## src/rtl/thresh_cmp.sv

```systemverilog
module thresh_cmp #(
  parameter int CODE_W = 10,
  parameter int REG_W  = 16
) (
  input  logic              clk,
  input  logic              rst_n,
  input  logic              cfg_we,
  input  logic [1:0]        cfg_addr,
  input  logic [REG_W-1:0]  cfg_wdata,
  input  logic              samp_valid,
  input  logic [CODE_W-1:0] samp_code,
  output logic              cmp_out
);
  localparam int LSB = REG_W - CODE_W;

  logic [CODE_W-1:0] hi_code, lo_code;
  logic [1:0]        mode;
  logic              latch_en, inv_en, out_en;
  logic              clr_pend;
  logic              st, st_nx;
  logic              above, below;

  always_ff @(posedge clk or negedge rst_n) begin
    if (!rst_n) begin
      hi_code  <= '0;
      lo_code  <= '0;
      mode     <= 2'b00;
      latch_en <= 1'b0;
      inv_en   <= 1'b0;
      out_en   <= 1'b0;
      clr_pend <= 1'b0;
    end else begin
      clr_pend <= cfg_we && (cfg_addr == 2'd3) && cfg_wdata[0];
      if (cfg_we) begin
        case (cfg_addr)
          2'd0: hi_code <= cfg_wdata[REG_W-1:LSB];
          2'd1: lo_code <= cfg_wdata[REG_W-1:LSB];
          2'd2: begin
            mode     <= cfg_wdata[1:0];
            latch_en <= cfg_wdata[2];
            inv_en   <= cfg_wdata[3];
            out_en   <= cfg_wdata[4];
          end
          default: ;
        endcase
      end
    end
  end

  assign above = samp_code > hi_code;
  assign below = samp_code < lo_code;

  always_comb begin
    st_nx = st;
    if (samp_valid && !(latch_en && st)) begin
      case (mode)
        2'b00: st_nx = above;
        2'b01: begin
          if (above)      st_nx = 1'b1;
          else if (below) st_nx = 1'b0;
        end
        2'b10: st_nx = above | below;
        default: st_nx = st;
      endcase
    end
  end

  always_ff @(posedge clk or negedge rst_n) begin
    if (!rst_n) st <= 1'b0;
    else        st <= clr_pend ? 1'b0 : st_nx;
  end

  assign cmp_out = out_en ? (st ^ inv_en) : inv_en;

  a_r2_plain: assert property (@(posedge clk) disable iff (!rst_n)
    (samp_valid && mode == 2'b00 && !clr_pend && !(latch_en && st))
    |=> (st == ($past(samp_code) > $past(hi_code))));

  a_r3_hyst_hold: assert property (@(posedge clk) disable iff (!rst_n)
    (samp_valid && mode == 2'b01 && !clr_pend &&
     samp_code <= hi_code && samp_code >= lo_code) |=> $stable(st));

  a_r4_window: assert property (@(posedge clk) disable iff (!rst_n)
    (samp_valid && mode == 2'b10 && !clr_pend && !(latch_en && st))
    |=> (st == (($past(samp_code) > $past(hi_code)) ||
                ($past(samp_code) < $past(lo_code)))));

  a_r5_invalid_mode: assert property (@(posedge clk) disable iff (!rst_n)
    (mode == 2'b11 && !clr_pend) |=> $stable(st));

  a_r6_no_valid: assert property (@(posedge clk) disable iff (!rst_n)
    (!samp_valid && !clr_pend) |=> $stable(st));

  a_r7_latch_hold: assert property (@(posedge clk) disable iff (!rst_n)
    (latch_en && st && !clr_pend) |=> st);

  a_r8_clear: assert property (@(posedge clk) disable iff (!rst_n)
    clr_pend |=> !st);

  a_r8_self_clear: assert property (@(posedge clk) disable iff (!rst_n)
    (clr_pend && !(cfg_we && cfg_addr == 2'd3)) |=> !clr_pend);
endmodule

```

## config.mk

```make
export PLATFORM = sky130hd
export DESIGN_NAME = thresh_cmp
export DESIGN_NICKNAME = d
export VERILOG_FILES = /design/src/rtl/thresh_cmp.sv
export SDC_FILE = /design/constraint.sdc
export NUM_CORES = 1
export LEC_CHECK = 0
export ABC_AREA = 1
export BUFFER_PORTS_ARGS = -buffer_cell sky130_fd_sc_hd__buf_2
export CORE_ASPECT_RATIO = 0.6
export CORE_UTILIZATION = 54
export CTS_CLUSTER_SIZE = 40
export DETAILED_ROUTE_END_ITERATION = 7
export GPL_ROUTABILITY_DRIVEN = 1
export PLACE_DENSITY = 0.79
export REMOVE_ABC_BUFFERS = 1
export SLEW_MARGIN = 20
export SYNTH_ARGS = -nofsm -noshare
export SYNTH_HDL_FRONTEND = slang
export SYNTH_SLANG_ARGS = --single-unit
```

## constraint.sdc

```tcl
create_clock -name clk -period 1.8 [get_ports clk]
set_input_delay 0.18 -clock clk [delete_from_list [all_inputs] [get_ports clk]]
set_output_delay 0.18 -clock clk [all_outputs]
set_load 0.02 [all_outputs]
```

==> flow_summary_export.csv, run 1 <==
group,metric,value,unit
synthesis,ys_warn_count,0,
final_layout,nFillCells,262,
final_layout,drive_above_1_share,19.1,%
synthesis,synth_area_leader_cell,"dfrtp_1",
synthesis,synth-seq-area-share,41.4,%
power,combPwrFrac,29.8,%
routing,routed_wl,2930,um
setup_path,crit_cells,10,
sta,fmax,672,MHz
global_routing,grtUsageMet3,6.15,%
place,placed_area,1840,um2
die,std_cell_rows,15,
global_routing,grt_max_degree,28,
power,seqPwrFrac,48.3,%
routing,route.vias.total,1285,
synthesis,syn-instance-count,201,
sta,hold_viol_final,0,
sta,rsz0062_at_grt,"false",
synthesis,synth.distinct_cells,19,
sta,worst_pin_slew,0.591,ns
final_layout,num_antenna_cells,0,
setup_path,cp-end-kind,"register",
synthesis,syn_area,1630,um2
clock_network,cts.path.max_buffers,2,
routing,drc_errors,0,
setup_path,reg2reg_to,"st",
run,max_cap_viol_count,0,
setup_path,critPathMaxStageDelay,0.36,ns
hold_path,hold_path.class,"input pin to register",
synthesis,synth-compound-area-share,10.6,%
clock_network,root_buffer,"clkbuf_8",
global_routing,grt_pass1_wl,5160,um
global_routing,grt_overflow,0,
setup_path,cp-start-kind,"register",
setup_path,worst-path-buf-inv,1,
power,p_leak,0.00108,uW
power,switching_share,32.7,%
final_layout,nNetsFinal,290,
routing,drtPass1Iterations,4,
die,coreArea,2870,um2
global_routing,grt_pass1_vias,1161,
sta,finalSetupViolCount,0,
setup_path,r2r-start,"lo_code[9]",
synthesis,synth-xor-area-share,0.537,%
synthesis,syn_avg_cell_area,8.12,um2
routing,ant_nets,0,
sta,finalCritPeriodShare,82.7,%
die,dieArea,3250,um2
power,power.density,841,nW/um2
clock_network,cts.htree.levels,1,
synthesis,synth_top_area_share,41.4,%
sta,tns,0,ns
setup_path,crit_arrival,1.70,ns
setup_path,slowest_stage,"dfrtp_1",
power,p_sw,521,uW
setup_path,critPathTopFamily,"simple AND/OR/NAND/NOR gates",
synthesis,muxShareOfSynthArea,2.07,%
setup_path,reg2reg_setup_slack,0.31,ns
clock_network,cts_tree,"done",
final_layout,syn_to_final_growth,16.0,%
synthesis,synthAdderAreaFrac,16.9,%
global_routing,gr-usage-met1,31.6,%
die,initial_utilization,56.8,%
routing,viasPerCell,4.64,
routing,wl_per_cell,10.6,um
setup_path,crit_required,2.01,ns
clock_network,clk_latency,0.27,ns
sta,maxSlewHeadroom,60.6,%
setup_path,critPathKind,"register to register",
clock_network,postCtsSetupBuffers,0,
setup_path,worstPathCellList,"inv_1 > ha_1 > nand2_1 > nor2_1 > nand3_1 > nand3_1 > nand2_1 > nand2_1 > nand2_1 > a21oi_2",
clock_network,clock_sinks,27,
place,place_hpwl,2370,um
synthesis,synthTopCellsByArea,"dfrtp_1, ha_1, nand2_1, inv_1, o21ai_0",
power,power,1590,uW
global_routing,grt_use_total,21.5,%
synthesis,synth_top_family_by_area,"simple AND/OR/NAND/NOR gates",
clock_network,cts_buffers,3,
global_routing,grt-busiest-layer,"met2",
setup_path,cpMostUsedCell,"nand2_1",
global_routing,grtUsageMet2,32.3,%
die,fp.dieW,73.0,um
final_layout,fin_area,1890,um2
synthesis,synth_seq_cells,27,
routing,drtIter0Drc,68,
place,place_congestion,0.801,
place,port_buffers,31,
sta,drv_slew,0,
power,pwr-share-clk,21.9,%
synthesis,yosys.area_share.simple,17.6,%
setup_path,endpoint,"st",
clock_network,clk_pin_slew,0.09,ns
setup_path,worstSetupStartpoint,"lo_code[9]",
power,ir_drop,463,uV
power,p_int,1070,uW
setup_path,reg2reg_depth,10,
setup_path,worstPathMaxFanout,2,
sta,finalClockSkew,0.00279,ns
global_routing,antenna_found_initial,0,
die,pin_count,33,
die,dieHeight,44.6,um
outcome,outcome,"finished, final reports clean",
sta,period_minus_slack,1.49,ns
power groups by stage:
stage | registers (uW) | clock network, uW | logic (uW)
global placement | 778 | 0 | 458
floorplan | 764 | 0 | 340
CTS | 770 | 356 | 481
global route | 787 | 385 | 563
finish | 770 | 348 | 475
detailed placement | 783 | 0 | 475
metrics by stage:
stage	hold slack (ns)	setup WS, ns	cells	utilization (%)
CTS	0.128	0.317	277	65.9
detailed placement	0.222	0.344	272	64.0
global route	0.132	0.180	277	65.9
finish	0.135	0.312	277	65.9
floorplan	-0.116	0.470	197	-
global placement	0.222	0.390	272	64.0
worst min-delay path by stage:
| stage | from | endpoint | slack [ns] | depth (start not counted) |
|---|---|---|---|---|
| 2_1_floorplan | rst_n | clr_pend | -0.12 | 0 |
| 3_3_place_gp | rst_n | lo_code[1] | 0.22 | 1 |
| 6_report | cfg_wdata[2] | latch_en | 0.13 | 2 |
| 5_1_grt | cfg_wdata[2] | latch_en | 0.13 | 2 |
| 4_1_cts | cfg_wdata[2] | latch_en | 0.13 | 2 |
| 3_5_place_dp | rst_n | lo_code[1] | 0.22 | 1 |
kinds of logic after synthesis:
kind of cell,after synthesis
AO/OA/AOI/OAI,32
AND/OR/NAND/NOR,69
XOR/XNOR,1
buffers and inverters,47
multiplexers,3
flip-flops,27
adder cells (fa/ha/maj),22
layer usage:
metal,vias up,part of all wire (%)
li1,692,-
met1,569,55
met2,22,41
met3,2,3.7
met4,0,0.14
met5,-,0
area by class of cell:
type                            count  area, um2  area share (%)
Inverter                           43        161            8.53
Multi-Input combinational cell    127        777            41.0
Sequential cell                    27        676            35.7
Tap cell                           42       52.6            2.78
Clock buffer                        3       41.3            2.18
Clock inverter                      1       5.00           0.264
Timing Repair Buffer               34        180            9.52
worst register-to-register path, delay by kind of cell (launching register included):
kind,cells,cell delay [ns]
AOI/OAI and AO/OA,1,0.11
adders and majority gates,1,0.28
buffers and inverters,1,0.05
DFF,1,0.36
and+or+nand+nor,7,0.63
placed cells by master (no fill, tap or decap):
cell type      synthesis  routed
nand3_1                8       8
inv_1                 43      43
nor2_1                 7       7
a21o_1                 1       1
o21ai_0               22      22
nand4_1                2       2
xor2_1                 1       1
a21o_2                 1       1
o21bai_1               1       1
nand2_1               49      49
clkinv_2               0       1
dfrtp_1               27      27
clkbuf_8               0       3
buf_4                  0       2
nand2_2                2       2
mux2_2                 3       3
buf_2                  2      31
a21oi_2                1       1
a21oi_1                6       6
ha_1                  22      22
nor2_4                 1       1
dlygate4sd3_1          0       1
state kept, by name, indices dropped and copies added, names as in the netlist:
name / flops
lo_code: 10
hi_code: 10
mode: 2
out_en: 1
clr_pend: 1
latch_en: 1
st: 1
inv_en: 1
cell usage after synthesis, drive strengths merged:
library cell and count:
o21bai 1, o21ai 22, nand3 8, mux2 3, nand2 51, buf 2, inv 43, nand4 2
dfrtp 27, xor2 1, clkbuf 2, a21oi 7, nor2 8, a21o 2, ha 22
what timing repair did:
item / 4_1_cts / 5_1_grt
hold buffers: 1 / 0
endpoints found under the hold margin: 27 / 0
gates resized for setup: 0 / 0
(Power assumes the default switching activity.)
==> run 2: changes to the inputs <==
CORE_UTILIZATION = 49   (was 54)
PLACE_DENSITY = 0.75   (was 0.79)
clock period = 1.35 ns   (was 1.8 ns; I/O delays follow)
==> flow_summary_export.csv, run 2 (synthesis results as in run 1) <==
group,metric,value,unit
sta,rsz0062_at_grt,"true",
global_routing,grt_overflow,0,
routing,drtPass1Iterations,4,
final_layout,num_antenna_cells,0,
global_routing,grt_pass1_wl,5660,um
place,place_hpwl,2350,um
setup_path,critPathMaxStageDelay,0.35,ns
clock_network,cts.path.max_buffers,2,
clock_network,cts_tree,"done",
final_layout,utilization,69.4,%
routing,route.vias.total,1336,
outcome,violations,"setup timing",
final_layout,mostFrequentLayoutCell,"nand2_1",
clock_network,cts_buffers,3,
final_layout,drive_above_1_share,32.2,%
place,pre_cts_slack,-0.0802,ns
power,p_int,1530,uW
sta,period_minus_slack,1.41,ns
setup_path,critPathKind,"register to register",
setup_path,worst-path-buf-inv,1,
global_routing,grt_pass1_vias,1258,
die,fp.dieW,76.5,um
final_layout,syn_to_final_growth,28.5,%
place,place_congestion,0.765,
final_layout,fin_area,2100,um2
die,dieArea,3570,um2
clock_network,root_buffer,"clkbuf_8",
clock_network,cts.htree.levels,1,
hold_path,hold_path.class,"input pin to register",
global_routing,grt_use_total,21.5,%
setup_path,cpMostUsedCell,"nand2_1",
setup_path,crit_arrival,1.63,ns
routing,viasPerCell,4.75,
sta,fin_hold_ws,0.0815,ns
power,switching_share,34.1,%
setup_path,slowest_stage,"dfrtp_1",
routing,drc_errors,0,
setup_path,crit_required,1.56,ns
die,coreArea,3020,um2
sta,finalSetupViolCount,1,
place,port_buffers,31,
place,placed_area,1840,um2
final_layout,multi_input_area,951,um2
sta,hold_viol_final,0,
routing,routed_wl,3390,um
power,p_leak,0.00111,uW
routing,ant_nets,0,
clock_network,clk_pin_slew,0.09,ns
global_routing,grt_max_degree,28,
sta,finalClockSkew,0.00189,ns
power,ir_drop,816,uV
sta,fmax,708,MHz
power,combPwrFrac,35.5,%
die,initial_utilization,54.0,%
die,dieHeight,46.7,um
setup_path,worstPathMaxFanout,2,
final_layout,nNetsFinal,294,
sta,worst_pin_slew,0.589,ns
sta,worst_slack,-0.0619,ns
sta,maxSlewHeadroom,60.7,%
clock_network,clk_latency,0.27,ns
setup_path,cp-end-kind,"register",
setup_path,worstPathCellList,"inv_1 > ha_4 > nand2_4 > nor2_4 > nand3_2 > nand3_2 > nand2_1 > nand2_1 > nand2_1 > a21oi_2",
outcome,outcome,"complete, but fails checks",
power,p_sw,790,uW
die,std_cell_rows,15,
power,pwr-share-clk,20.2,%
final_layout,seq_area,676,um2
routing,wl_per_cell,12.0,um
routing,drtIter0Drc,62,
power,power.density,1110,nW/um2
final_layout,final_cell_mix,"nand2_1, inv_1, buf_2, dfrtp_1, o21ai_0",
final_layout,nFillCells,253,
sta,finalCritPeriodShare,105,%
run,max_cap_viol_count,0,
final_layout,top_regs,"hi_code (10), lo_code (10), mode (2)",
setup_path,critPathTopFamily,"simple AND/OR/NAND/NOR gates",
global_routing,antenna_found_initial,0,
power,seqPwrFrac,44.3,%
clock_network,clock_sinks,27,
sta,drv_slew,0,
die,pin_count,33,
setup_path,cp-start-kind,"register",
## run 2: cell count changes in the layout (fill, tap and decap cells not counted), sizes merged
cell / before / now
buf: 33 / 37
## run 2: routing by layer
metal / routed length [um] / vias up / GRT usage [%]
met3: 167 / 4 / 5.15
met1: 1720 / 602 / 28.4
met5: 0 / - / 0
met2: 1470 / 25 / 36.6
met4: 19 / 0 / 4.62
li1: - / 705 / -
## run 2: cell type report
cell class	count	share of cell area [%]
Tap cell	42	2.51
Inverter	43	7.70
Timing Repair Buffer	38	10.0
Multi-Input combinational cell	127	45.3
Clock inverter	1	0.239
Clock buffer	3	1.97
Sequential cell	27	32.2
## run 2: final timing paths
kind                              startpoint         end  slack (ns)  depth (start not counted)
max in group asynchronous              rst_n  lo_code[3]        0.58                          2
worst max-delay path              lo_code[9]          st       -0.06                         10
worst min-delay path            cfg_wdata[3]      inv_en        0.08                          2
worst max register to register    lo_code[9]          st       -0.06                         10
min in group asynchronous              rst_n  lo_code[6]        0.38                          2
worst min register to register      clr_pend          st        0.41                          1
## run 2: timing repair
item | 4_1_cts | 5_1_grt
endpoints found under the hold margin | 27 | 0
gates cloned | 0 | 0
endpoints found under the setup margin | 1 | 1
hold buffers | 1 | 0
pin swaps | 11 | 6
buffers inserted | 3 | 1
gates resized for setup | 22 | 8
## run 2: stage by stage
step | power (uW) | std cells | setup TNS [ns]
after detailed placement | 1670 | 272 | -0.0802
after global routing | 2510 | 281 | -0.200
after floorplan | 1470 | 197 | 0
after global placement | 1650 | 272 | -0.0648
after CTS | 2260 | 280 | -0.0561
final | 2320 | 281 | -0.0619
## run 2: power by group through the flow
stage / clock (uW) / combinational (uW) / sequential, uW
floorplan: 0 / 454 / 1020
global placement: 0 / 616 / 1030
detailed placement: 0 / 630 / 1040
CTS: 476 / 759 / 1030
global route: 518 / 944 / 1050
finish: 468 / 823 / 1030
